$ cat config.mk
export PLATFORM = sky130hd
export DESIGN_NAME = pwb_ctrl
export DESIGN_NICKNAME = d
export VERILOG_FILES = /design/src/rtl/pwb_pkg.sv /design/src/rtl/pwb_arb.sv /design/src/rtl/pwb_wbuf.sv /design/src/rtl/pwb_extport.sv /design/src/rtl/pwb_ctrl.sv
export SDC_FILE = /design/constraint.sdc
export NUM_CORES = 1
export LEC_CHECK = 0
export BUFFER_PORTS_ARGS = -buffer_cell sky130_fd_sc_hd__buf_2
export CAP_MARGIN = 0
export CORE_AREA = 2 2 134 136
export CTS_CLUSTER_DIAMETER = 150
export DETAILED_ROUTE_END_ITERATION = 12
export DIE_AREA = 0 0 136 138
export MAX_ROUTING_LAYER = met4
export SYNTH_ARGS = -nofsm -noshare
export SYNTH_HDL_FRONTEND = slang
export SYNTH_HIERARCHICAL = 1
export SYNTH_SLANG_ARGS = --single-unit
$ cat constraint.sdc
create_clock -name clk -period 2.5 [get_ports clk]
set_input_delay 0.375 -clock clk [delete_from_list [all_inputs] [get_ports clk]]
set_output_delay 0.375 -clock clk [all_outputs]
set_load 0.1 [all_outputs]
$ cat src/rtl/pwb_pkg.sv
package pwb_pkg;
    localparam int AW  = 16;
    localparam int DW  = 32;
    localparam int SZW = 2;

    typedef enum logic {
        SRC_CPU = 1'b0,
        SRC_DMA = 1'b1
    } src_e;

    typedef struct packed {
        logic           we;
        logic [SZW-1:0] size;
        logic [AW-1:0]  addr;
        logic [DW-1:0]  data;
    } xfer_t;

    // Upper address bit selects the on-chip peripheral space.
    function automatic logic is_onchip(input logic [AW-1:0] a);
        return a[AW-1];
    endfunction
endpackage

$ cat src/rtl/pwb_arb.sv
module pwb_arb
    import pwb_pkg::*;
(
    input  logic cpu_req,
    input  logic dma_req,
    input  logic lock,
    input  src_e lock_src,
    output logic sel_valid,
    output src_e sel_src
);
    always_comb begin
        if (lock) begin
            sel_valid = 1'b1;
            sel_src   = lock_src;
        end else begin
            sel_valid = cpu_req | dma_req;
            sel_src   = dma_req ? SRC_DMA : SRC_CPU;
        end
    end
endmodule

$ cat src/rtl/pwb_wbuf.sv
module pwb_wbuf
    import pwb_pkg::*;
(
    input  logic  clk,
    input  logic  rst,
    input  logic  load,
    input  xfer_t load_x,
    input  logic  drain_done,
    output logic  valid,
    output xfer_t entry
);
    always_ff @(posedge clk) begin
        if (rst) begin
            valid <= 1'b0;
            entry <= '0;
        end else if (load) begin
            valid <= 1'b1;
            entry <= load_x;
        end else if (drain_done) begin
            valid <= 1'b0;
        end
    end

    p_no_overflow_r4: assert property (@(posedge clk) disable iff (rst)
        load |-> !valid);

    p_clear_on_rdy_r3: assert property (@(posedge clk) disable iff (rst)
        (valid && drain_done) |=> !valid);
endmodule

$ cat src/rtl/pwb_extport.sv
module pwb_extport
    import pwb_pkg::*;
(
    input  logic           clk,
    input  logic           rst,
    input  logic           buf_valid,
    input  xfer_t          buf_entry,
    input  logic           rd_start,
    input  logic [AW-1:0]  rd_addr_i,
    input  logic [SZW-1:0] rd_size_i,
    input  src_e           rd_src_i,
    input  logic           ext_rdy,
    output logic           ext_req,
    output logic           ext_we,
    output logic [SZW-1:0] ext_size,
    output logic [AW-1:0]  ext_addr,
    output logic [DW-1:0]  ext_wdata,
    output logic           rd_active,
    output src_e           rd_owner,
    output logic           rd_done,
    output logic           wr_done
);
    logic [AW-1:0]  rd_addr;
    logic [SZW-1:0] rd_size;

    always_ff @(posedge clk) begin
        if (rst) begin
            rd_active <= 1'b0;
            rd_owner  <= SRC_CPU;
            rd_addr   <= '0;
            rd_size   <= '0;
        end else if (rd_start) begin
            rd_active <= 1'b1;
            rd_owner  <= rd_src_i;
            rd_addr   <= rd_addr_i;
            rd_size   <= rd_size_i;
        end else if (rd_done) begin
            rd_active <= 1'b0;
        end
    end

    // The posted write always owns the port ahead of a read.
    always_comb begin
        ext_req   = buf_valid | rd_active;
        ext_we    = buf_valid & buf_entry.we;
        ext_addr  = buf_valid ? buf_entry.addr : rd_addr;
        ext_size  = buf_valid ? buf_entry.size : rd_size;
        ext_wdata = buf_valid ? buf_entry.data : '0;
        wr_done   = buf_valid & ext_rdy;
        rd_done   = rd_active & ~buf_valid & ext_rdy;
    end

    p_hold_until_rdy_r3: assert property (@(posedge clk) disable iff (rst)
        (ext_req && !ext_rdy) |=> (ext_req && $stable(ext_addr) && $stable(ext_we)
                                   && $stable(ext_wdata) && $stable(ext_size)));

    p_single_read_r10: assert property (@(posedge clk) disable iff (rst)
        rd_start |-> !rd_active);
endmodule

$ cat src/rtl/pwb_ctrl.sv
module pwb_ctrl
    import pwb_pkg::*;
(
    input  logic           clk,
    input  logic           rst,
    input  logic           cpu_req,
    input  logic           cpu_we,
    input  logic [SZW-1:0] cpu_size,
    input  logic [AW-1:0]  cpu_addr,
    input  logic [DW-1:0]  cpu_wdata,
    output logic           cpu_ack,
    output logic [DW-1:0]  cpu_rdata,
    input  logic           dma_req,
    input  logic           dma_we,
    input  logic [SZW-1:0] dma_size,
    input  logic [AW-1:0]  dma_addr,
    input  logic [DW-1:0]  dma_wdata,
    output logic           dma_ack,
    output logic [DW-1:0]  dma_rdata,
    output logic           onchip_sel,
    output logic           onchip_we,
    output logic [SZW-1:0] onchip_size,
    output logic [AW-1:0]  onchip_addr,
    output logic [DW-1:0]  onchip_wdata,
    input  logic [DW-1:0]  onchip_rdata,
    output logic           ext_req,
    output logic           ext_we,
    output logic [SZW-1:0] ext_size,
    output logic [AW-1:0]  ext_addr,
    output logic [DW-1:0]  ext_wdata,
    input  logic [DW-1:0]  ext_rdata,
    input  logic           ext_rdy
);
    xfer_t cpu_x, dma_x, sel_x, buf_entry;
    logic  sel_valid, buf_valid, load, rd_start, rd_active, rd_done, wr_done, ack_any;
    src_e  sel_src, rd_owner;

    assign cpu_x = {cpu_we, cpu_size, cpu_addr, cpu_wdata};
    assign dma_x = {dma_we, dma_size, dma_addr, dma_wdata};
    assign sel_x = (sel_src == SRC_DMA) ? dma_x : cpu_x;

    pwb_arb u_arb (
        .cpu_req  (cpu_req),
        .dma_req  (dma_req),
        .lock     (rd_active),
        .lock_src (rd_owner),
        .sel_valid(sel_valid),
        .sel_src  (sel_src)
    );

    pwb_wbuf u_wbuf (
        .clk       (clk),
        .rst       (rst),
        .load      (load),
        .load_x    (sel_x),
        .drain_done(wr_done),
        .valid     (buf_valid),
        .entry     (buf_entry)
    );

    pwb_extport u_ext (
        .clk      (clk),
        .rst      (rst),
        .buf_valid(buf_valid),
        .buf_entry(buf_entry),
        .rd_start (rd_start),
        .rd_addr_i(sel_x.addr),
        .rd_size_i(sel_x.size),
        .rd_src_i (sel_src),
        .ext_rdy  (ext_rdy),
        .ext_req  (ext_req),
        .ext_we   (ext_we),
        .ext_size (ext_size),
        .ext_addr (ext_addr),
        .ext_wdata(ext_wdata),
        .rd_active(rd_active),
        .rd_owner (rd_owner),
        .rd_done  (rd_done),
        .wr_done  (wr_done)
    );

    // Per-target dispatch of the selected request.
    always_comb begin
        ack_any    = 1'b0;
        load       = 1'b0;
        rd_start   = 1'b0;
        onchip_sel = 1'b0;
        if (rd_active) begin
            ack_any = rd_done;
        end else if (sel_valid) begin
            if (is_onchip(sel_x.addr)) begin
                onchip_sel = 1'b1;
                ack_any    = 1'b1;
            end else if (sel_x.we) begin
                load    = ~buf_valid;
                ack_any = ~buf_valid;
            end else begin
                rd_start = ~buf_valid;
            end
        end
    end

    assign onchip_we    = sel_x.we;
    assign onchip_size  = sel_x.size;
    assign onchip_addr  = sel_x.addr;
    assign onchip_wdata = sel_x.data;

    assign cpu_ack   = ack_any & (sel_src == SRC_CPU);
    assign dma_ack   = ack_any & (sel_src == SRC_DMA);
    assign cpu_rdata = rd_active ? ext_rdata : onchip_rdata;
    assign dma_rdata = cpu_rdata;

    p_one_ack_r8: assert property (@(posedge clk) disable iff (rst)
        $onehot0({cpu_ack, dma_ack}));

    p_read_behind_write_r6: assert property (@(posedge clk) disable iff (rst)
        rd_active |-> !buf_valid);

    p_onchip_not_during_read_r10: assert property (@(posedge clk) disable iff (rst)
        onchip_sel |-> !rd_active);
endmodule

---- Word-level counts from Yosys, hierarchy flattened ----
Cells that the tools add are included.
word-level totals
  flip-flop bits (word level) ............. 72
  input bits .............................. 171
  output and inout bits ................... 170
  word-level logic and storage cells ...... 47
operators by class
  muxes and demuxes ....................... 26
  bitwise gates (word level) .............. 10
  reductions and logical operators ........ 2
operator list
  operator           number
  $mux 32            2
  $mux 51            1
  $mux 1             21
  $mux 16            1
  $and 1x1->1        6
  $reduce_bool 2->1  2
  $mux 2             1
  $not 1->1          2
  $or 1x1->1         2

---- Depth between registers and ports, before layout ----
Gate-level depths: netlist of run 1.
  depth after elaboration ................. 8
  gate-level depth with buffers ........... 9
  gate-level depth less buffers ........... 6

---- Cells and area by module ----
Netlist of run 1, hierarchy kept.
by module, submodules not included
  module       instances  cells each  area an instance (um^2)  sequential area each (um^2)
  pwb_wbuf     1          169         1,869.3                  1,041.0
  pwb_ctrl     1          137         1,303.8                  0.0
  pwb_extport  1          126         1,248.7                  400.4
  pwb_arb      1          2           17.5                     0.0

---- Worst setup path after synthesis of run 1 ----
Ideal clock, no wire load.
  path kind ............................... register to output
  start point ............................. reg u_ext.rd_active
  end point ............................... out dma_ack
  arrival time ............................ 3,083 ps
  data required time ...................... 2,125 ps
  setup slack ............................. -958 ps
  cell stages (with the launch flop) ...... 5
  path buffers ............................ 2
  path through ............................ dfxtp_1 -> mux2_1 -> buf_6 -> buf_2 -> a21boi_0
between the ends
  word-level cells in the longest chain between the ends .. 7
  elaborated cells on any way between the ends .. 10
  those cells by class .................... mux (7); bitwise (3)
ends and longest elaborated chain
  item                    line               text
  from (decl)             pwb_extport.sv:18  output logic rd_active,
  from (signal assigned)  pwb_extport.sv:28  rd_active <= 1'b0;
  from (signal assigned)  pwb_extport.sv:33  rd_active <= 1'b1;
  from (signal assigned)  pwb_extport.sv:38  rd_active <= 1'b0;
  $mux 1 *                pwb_arb.sv:12      if (lock) begin
  via sel_src             pwb_ctrl.sv:36     src_e sel_src, rd_owner;
  $mux 51                 pwb_ctrl.sv:40     assign sel_x = (sel_src == SRC_DMA) ? dma_x : cpu_x;
  $mux 1                  pwb_ctrl.sv:94     end else if (sel_x.we) begin
  $mux 1                  pwb_ctrl.sv:91     if (is_onchip(sel_x.addr)) begin
  $mux 1                  pwb_ctrl.sv:90     end else if (sel_valid) begin
  $mux 1                  pwb_ctrl.sv:88     if (rd_active) begin
  $and 1x1->1 *           pwb_ctrl.sv:109    assign dma_ack = ack_any & (sel_src == SRC_DMA);
  to (decl)               pwb_ctrl.sv:18     output logic dma_ack,
The timed path passes the listed nets; every way through them passes the cells marked *.

---- Worst setup path after layout of run 1 ----
  start point ............................. reg u_ext.rd_active
  end point ............................... out onchip_wdata[26]
between the ends
  word-level cells in the longest chain between the ends .. 2
ends and longest elaborated chain
  item         line            text
  $mux 1       pwb_arb.sv:12
  via sel_src  pwb_ctrl.sv:36
  $mux 51      pwb_ctrl.sv:40
  to (decl)    pwb_ctrl.sv:24  output logic [DW-1:0] onchip_wdata,
The timed path passes the listed nets, and every way through them passes these cells.

==> results of run 1 <==
==> cells by family (layout without fill, tap and decap cells) <==
logic type / count (synthesis) / in the layout / share of synthesized area
flops: 72 / 72 / 0.3247
compound gates: 6 / 6 / 0.007612
mux: 172 / 172 / 0.4301
buf+inv: 66 / 370 / 0.1113
simple gates: 118 / 118 / 0.1263
==> placed cells by master, fill, tap and decap left out, drive strengths merged, types with 2 or more instances in the layout <==
cell type  instances
buf              351
mux2             102
dfxtp             72
nor2              71
mux2i             70
and2              36
clkbuf            11
nor2b              5
inv                3
o21ai              2
bufinv             2
clkinvlp           2
nand2b             2
a21oi              2
==> synth_stat cells <==
cell	count
or3b_1	1
mux2i_1	70
a21oi_1	2
nand2_1	1
buf_8	5
nor2b_1	5
buf_4	34
inv_1	2
buf_2	13
a21boi_0	1
mux2_1	1
buf_12	1
nor2_1	71
and2_1	36
or2_2	1
nand2b_1	2
mux2_2	85
dfxtp_1	72
or3_1	1
o21ai_0	2
clkbuf_1	7
o22ai_1	1
buf_6	4
mux2_4	16
==> power by group through the flow <==
stage          registers (mW)  clock network (mW)  logic (mW)
5_1_grt                  1.30                1.48        3.25
4_1_cts                  1.29                1.43        3.17
6_report                 1.29                1.38        3.15
3_3_place_gp             1.31                   0        3.15
2_1_floorplan            1.29                   0        2.36
3_5_place_dp             1.31                   0        3.16
==> worst max-delay path, cell delays in order, from the launching register on <==
cell     delay, ps
dfxtp_1        340
mux2_2         390
buf_12         210
mux2_2         300
buf_2          430
==> layout make-up <==
class / count / area [sq um] / share of cell area
clock buffer: 10 / 229.0 / 0.03021
clock inverter: 6 / 92.59 / 0.01222
inverter: 2 / 7.507 / 0.0009906
multi-input combinational: 296 / 2521 / 0.3327
sequential: 72 / 1443 / 0.1904
tap: 229 / 286.5 / 0.03781
timing repair buffer: 352 / 2999 / 0.3957
==> metrics by stage <==
step | area (sq um) | TNS, ps | hold WS, ps | utilization
2_1_floorplan | 4443 | -238.0 | 452.2 | -
3_3_place_gp | 7244 | 0 | 465.4 | 0.4132
3_5_place_dp | 7244 | 0 | 472.8 | 0.4132
4_1_cts | 7572 | 0 | 395.7 | 0.4319
5_1_grt | 7579 | -34.28 | 423.7 | 0.4322
6_report | 7579 | 0 | 417.1 | 0.4322
==> state kept, by name, indices dropped and copies added (netlist names) <==
name,flops
u_ext/rd_size,2
u_ext/rd_addr,16
u_ext/rd_active,1
u_ext/rd_owner,1
u_wbuf/entry,51
u_wbuf/valid,1
==> routing by layer <==
layer	routed length [um]	vias up
met5	0	-
met4	244	0
met3	894	15
met2	7024	152
met1	5776	1867
li1	-	2040
==> final timing paths <==
kind,from,to,slack (ps),depth (start not counted)
max reg2reg,u_ext/rd_active$_SDFFE_PP0P_,u_wbuf/entry[49]$_SDFFE_PP0P_,90,7
max,u_ext/rd_active$_SDFFE_PP0P_,onchip_wdata[26],70,4
min reg2reg,u_wbuf/entry[4]$_SDFFE_PP0P_,u_wbuf/entry[4]$_SDFFE_PP0P_,480,2
min,ext_rdy,u_wbuf/valid$_SDFFE_PP0P_,420,4
==> repair_timing <==
item                                    4_1_cts  5_1_grt
pin swaps                                     0        0
endpoints found under the setup margin        2        5
resized for setup                             2        2
setup buffers                                 0        0
hold buffers                                  0        0
==> key figures, run 1 <==
Critical path
  • Critical path arrival: between 2000 and 2500 ps
  • CP Launch Type: register
  • Setup CP Type: register to output port
  • CP endpoint kind: output port
  • Required @ worst endpoint: approximately 2100 ps
  • Crit-path max FO: between 50 and 60

CTS
  • Num CTS Buffers: 9
  • H-tree depth: 3
  • CTS root buf: clkbuf_16
  • CTS tree: built
  • Longest Clk Path Bufs: 2
  • CTS sink count: 72
  • Worst-Skew Late Latency: 340 ps
  • Clock transition at path regs: approximately 50 ps

Power
  • Clk pwr share: 0.238
  • NetSw: between 2 and 3 mW
  • Static leakage: 3.541 nW
  • Sw frac: 0.4714
  • Logic pwr share: 0.542
  • Max VDD drop: approximately 0.51 mV
  • Cell-internal power: 3.077 mW
  • PwrDens: between 700 and 800 nW/um^2
  • Flop pwr share: 0.221
  • Overall power: approximately 5.8 mW

Detailed routing
  • Via/cell ratio: 4.213
  • Wire per inst: about 14 um
  • Drt total wl: between 10000 and 15000 um
  • DRC viols: 0
  • First-pass DRT Iterations: 4
  • DRT iter0 DRCs: 66
  • Via count: approximately 4100
  • Antenna Nets Post-Route: 0

Layout
  • Antenna cells: 0
  • Fin cells: approximately 970
  • Layout cells sized above 1: 0.6436
  • Fill cell count: between 1500 and 2000
  • Area Overhead vs Synth: 70.72%
  • Net count reported at finish: ~900

Placement
  • Detail Placement HPWL: between 10000 and 15000 um
  • Buffers on Ports: 340
  • Post-placement cell count: between 900 and 1000
  • GPL Wtd Cong: ~0.73
  • Pre-CTS setup slack: around 33 ps

Global route
  • GRT met3 Usage: 0.03337
  • Met1 usage: 0.1699
  • M2 GR Usage: 0.2520
  • Most used routing layer: met2
  • Largest net degree at the start of global routing: 54
  • Vias in the first global route: ~3900
  • Initial antenna violation count: 0
  • GR Overflow Total: 0
  • First-pass GRT wire length: between 20000 and 25000 um
  • Tot GR Track Use: 0.1480

Floorplan
  • DIE WIDTH: 136 um
  • Die area: approximately 19000 sq um
  • Io pins: 341
  • Die height: around 140 um
  • Core area: 17530 sq um
  • Row Count: about 50
  • Initial Util: 0.2532

STA
  • Slew Limit Fails: 0
  • Max-slew headroom at the worst pin: 0.6309
  • Worst-margin pin slew: ~550 ps
  • Post-layout min period: about 2400 ps
  • Setup-failing EPs final: 0
  • Fin crit share: 0.9710
  • Peak Freq: slightly above 400 MHz
  • Final worst slack: approximately 72 ps
  • RSZ-0062 raised after global routing: yes
  • Clk_skew: 4.823 ps
  • Hold Vio Cnt, Final: 0

Synthesis
  • Synthesized flop and latch total: 72
  • Cell count after synthesis: 434
  • Post-synth design cell area: about 4400 sq um
  • Yosys top cell area share: 0.3247
  • Synth area leader: dfxtp_1
  • Synth Warn #: 6
  • Area contributors post-synth: dfxtp_1 32%, mux2_2 22%, mux2i_1 16%
  • Sequential fraction of the synthesis area: 0.3247
  • Syn Area/Cell: a little over 10 sq um
  • Cell variety after synth: 24
  • Post-Syn Nets: roughly 610

Run status
  • Run status: complete, no violations

Flow run
  • Maxcap violations: 0

Min path
  • Hold Crit Class: input port to register
Note: power is estimated with default switching activity, not from simulation.
==> run 2, diff against run 1 <==
--- a/config.mk
+++ b/config.mk
@@ -8,6 +8,7 @@
 export BUFFER_PORTS_ARGS = -buffer_cell sky130_fd_sc_hd__buf_2
 export CAP_MARGIN = 0
 export CORE_AREA = 2 2 134 136
+export CTS_BUF_LIST = sky130_fd_sc_hd__clkbuf_2 sky130_fd_sc_hd__clkbuf_4 sky130_fd_sc_hd__clkbuf_8
 export CTS_CLUSTER_DIAMETER = 150
 export DETAILED_ROUTE_END_ITERATION = 12
 export DIE_AREA = 0 0 136 138
==> run 2 against run 1 <==
Effect of this change: critical path type unchanged; sequential power hardly changed; setup slack better by 7.3 ps; core utilization is 0.41 points higher; critical path depth stayed put; design area is 0.96% higher; sequential share of layout area is 0.18 points lower; hold slack worse by 22 ps; total power is 4.9% lower; highest routed layer unchanged; count of clock-buffer cells in the layout stayed put; first-iteration DRC count is 7.6% lower.
==> key figures, run 2 (synthesis gave the netlist of run 1 again) <==
Critical path
  • Setup CP Type: register to output port
  • Worst path bufs/invs: 2 (unchanged)
  • Top delay family on crit path: multiplexers
  • Required @ worst endpoint: 2120 ps (about the same)
  • Crit-path max FO: 53 (unchanged)
  • CP max stage delay: 420 ps (about the same)
  • Slowest CP cell: buf_2
  • FF-to-FF setup slack: 90 ps (about the same)
  • Worst reg2reg path depth: 8 (+1)
  • CP endpoint kind: output port
  • R2r endpoint: u_wbuf/entry[36]$_SDFFE_PP0P_
  • CP Cell Sequence: mux2_2, buf_12, mux2_2, buf_2
  • CP Launch Type: register
  • Critical path arrival: 2050 ps (about the same)
  • Worst r2r src: u_ext/rd_active$_SDFFE_PP0P_
  • CP most frequent cell: mux2_2

CTS
  • Longest Clk Path Bufs: 2 (unchanged)
  • CTS tree: built
  • Worst-Skew Late Latency: 360 ps (+20 ps)
  • Num CTS Buffers: 9 (unchanged)
  • H-tree depth: 3 (unchanged)
  • Clock transition at path regs: 80 ps (+30 ps)
  • Hold buffers post-CTS: 0 (unchanged)
  • CTS root buf: clkbuf_8
  • CTS sink count: 72 (unchanged)

STA
  • Setup-failing EPs final: 0 (unchanged)
  • Post-layout min period: 2420 ps (-7.319 ps)
  • Worst-margin pin slew: 553.7 ps (+0.1484 ps)
  • Max-slew headroom at the worst pin: 0.6308 (about the same)
  • Hold Vio Cnt, Final: 0 (unchanged)
  • Peak Freq: 413.2 MHz (+0.30%)
  • Hold slack: 394.9 ps (-22.24 ps)
  • Fin crit share: 0.9681 (-0.002928)
  • RSZ-0062 raised after global routing: yes
  • Clk_skew: 5.544 ps (+0.7211 ps)
  • Slew Limit Fails: 0 (unchanged)

Detailed routing
  • Via count: 4078 (+0.098%)
  • Drt total wl: 14100 um (+1.2%)
  • Wire per inst: 14.52 um (+0.74%)
  • First-pass DRT Iterations: 4 (unchanged)
  • DRT iter0 DRCs: 61 (-7.6%)
  • DRC viols: 0 (unchanged)
  • Antenna Nets Post-Route: 0 (unchanged)
  • Via/cell ratio: 4.200 (-0.31%)

Floorplan
  • Row Count: 49 (unchanged)
  • Io pins: 341 (unchanged)
  • Initial Util: 0.2532 (unchanged)
  • Die height: 138 um (unchanged)
  • Core area: 17530 sq um (unchanged)
  • DIE WIDTH: 136 um (unchanged)
  • Die area: 18770 sq um (unchanged)

Global route
  • Largest net degree at the start of global routing: 54 (unchanged)
  • Vias in the first global route: 3885 (unchanged)
  • Tot GR Track Use: 0.1476 (-0.0003921)
  • Initial antenna violation count: 0 (unchanged)
  • First-pass GRT wire length: 21000 um (-0.26%)
  • GR Overflow Total: 0 (unchanged)

Placement
  • GPL Wtd Cong: 0.7328 (unchanged)
  • Detail Placement HPWL: 11100 um (unchanged)
  • Buffers on Ports: 340 (unchanged)

Layout
  • Register with the most flip-flops: u_wbuf/entry
  • Most common cell after layout, fill and taps aside: buf_2
  • Max reg flops: 51 (unchanged)
  • Net count reported at finish: 908 (+0.44%)
  • Area Overhead vs Synth: 72.35%
  • Layout cells sized above 1: 0.6469 (+0.003269)
  • Biggest regs: u_wbuf/entry: 51 flops, u_ext/rd_addr: 16 flops, u_ext/rd_size: 2 flops
  • Antenna cells: 0 (unchanged)
  • Fill cell count: 1674 (-0.83%)
  • Highest-count cells in the layout ignoring fill and taps: 223 x buf_2, 86 x mux2_2, 81 x buf_12

Min path
  • Min-delay src: dma_wdata[1]
  • WHS Endpoint: u_wbuf/entry[1]$_SDFFE_PP0P_
  • WHS Path Cells: 4 (unchanged)
  • Hold Crit Class: input port to register

Power
  • Sw frac: 0.4890 (+0.01766)
  • Static leakage: 3.558 nW (+0.50%)
  • Clk pwr share: 0.187 (-0.051)
  • Max VDD drop: 0.5174 mV (+0.61%)
  • Logic pwr share: 0.581 (+0.039)
  • Overall power: 5.534 mW (-4.9%)
  • NetSw: 2.706 mW (-1.4%)
  • Cell-internal power: 2.828 mW (-8.1%)
  • PwrDens: 723.2 nW/um^2 (-5.8%)
  • Flop pwr share: 0.232 (+0.011)

Flow run
  • Maxcap violations: 0 (unchanged)

Run status
  • Run status: complete, no violations
## run 2: cell types whose count changed in the layout (fill, tap and decap cells not counted), sizes merged
| cell | before | now |
|---|---|---|
| buf | 351 | 312 |
| clkbuf | 11 | 54 |
## run 2: metrics by stage
stage                     setup slack [ps]  instance area [sq um]    util  cells  setup TNS (ps)
final                                79.72                   7651  0.4363    971               0
after global routing                -39.81                   7651  0.4363    971          -39.81
after CTS                            2.729                   7475  0.4263    967               0
after detailed placement             32.59                   7244  0.4132    951               0
after global placement               107.8                   7244  0.4132    951               0
after floorplan                     -238.0                   4443       -    434          -238.0
## run 2: timing repair
item | in CTS | in global routing
setup endpoints to repair | 3 | 29
cloned | 0 | 2
gates resized for setup | 2 | 45
setup buffers | 0 | 2
## run 2: cell type report
class | instances | area (sq um) | area share
multi-input combinational | 296 | 2520 | 0.3294
tap | 229 | 286.5 | 0.03745
inverter | 2 | 7.507 | 0.0009812
sequential | 72 | 1443 | 0.1886
clock buffer | 10 | 131.4 | 0.01717
clock inverter | 6 | 92.59 | 0.01210
timing repair buffer | 356 | 3171 | 0.4144
## run 2: worst max-delay path by stage
stage	from	to	cells past startpoint
floorplan	u_ext/rd_active$_SDFFE_PP0P_	dma_ack	4
global placement	dma_req	u_wbuf/entry[1]$_SDFFE_PP0P_	8
detailed placement	dma_req	u_wbuf/entry[49]$_SDFFE_PP0P_	8
CTS	u_ext/rd_active$_SDFFE_PP0P_	onchip_wdata[26]	4
global route	u_ext/rd_active$_SDFFE_PP0P_	dma_ack	7
finish	u_ext/rd_active$_SDFFE_PP0P_	onchip_wdata[1]	4
## run 2: power groups by stage
stage	Clock [mW]	Sequential (mW)	Combinational [mW]
after detailed placement	0	1.31	3.16
final	1.04	1.28	3.21
after CTS	1.09	1.29	3.17
after global routing	1.13	1.30	3.32
after global placement	0	1.31	3.15
after floorplan	0	1.29	2.36
## run 2: layer usage
metal  share of wire  routed length (um)  vias to the layer above  global-route usage
li1                -                   -                     2048                   -
met1            0.42                5889                     1862              0.1701
met2            0.50                7073                      151              0.2513
met3           0.063                 888                       17             0.03337
met4           0.018                 249                        0             0.04879
met5               0                   0                        -                   -
## run 2: tightest hold or removal path, cell delays in order
cell and delay, ps:
buf_2 70, mux2_2 140, mux2i_1 60, nor2_1 70
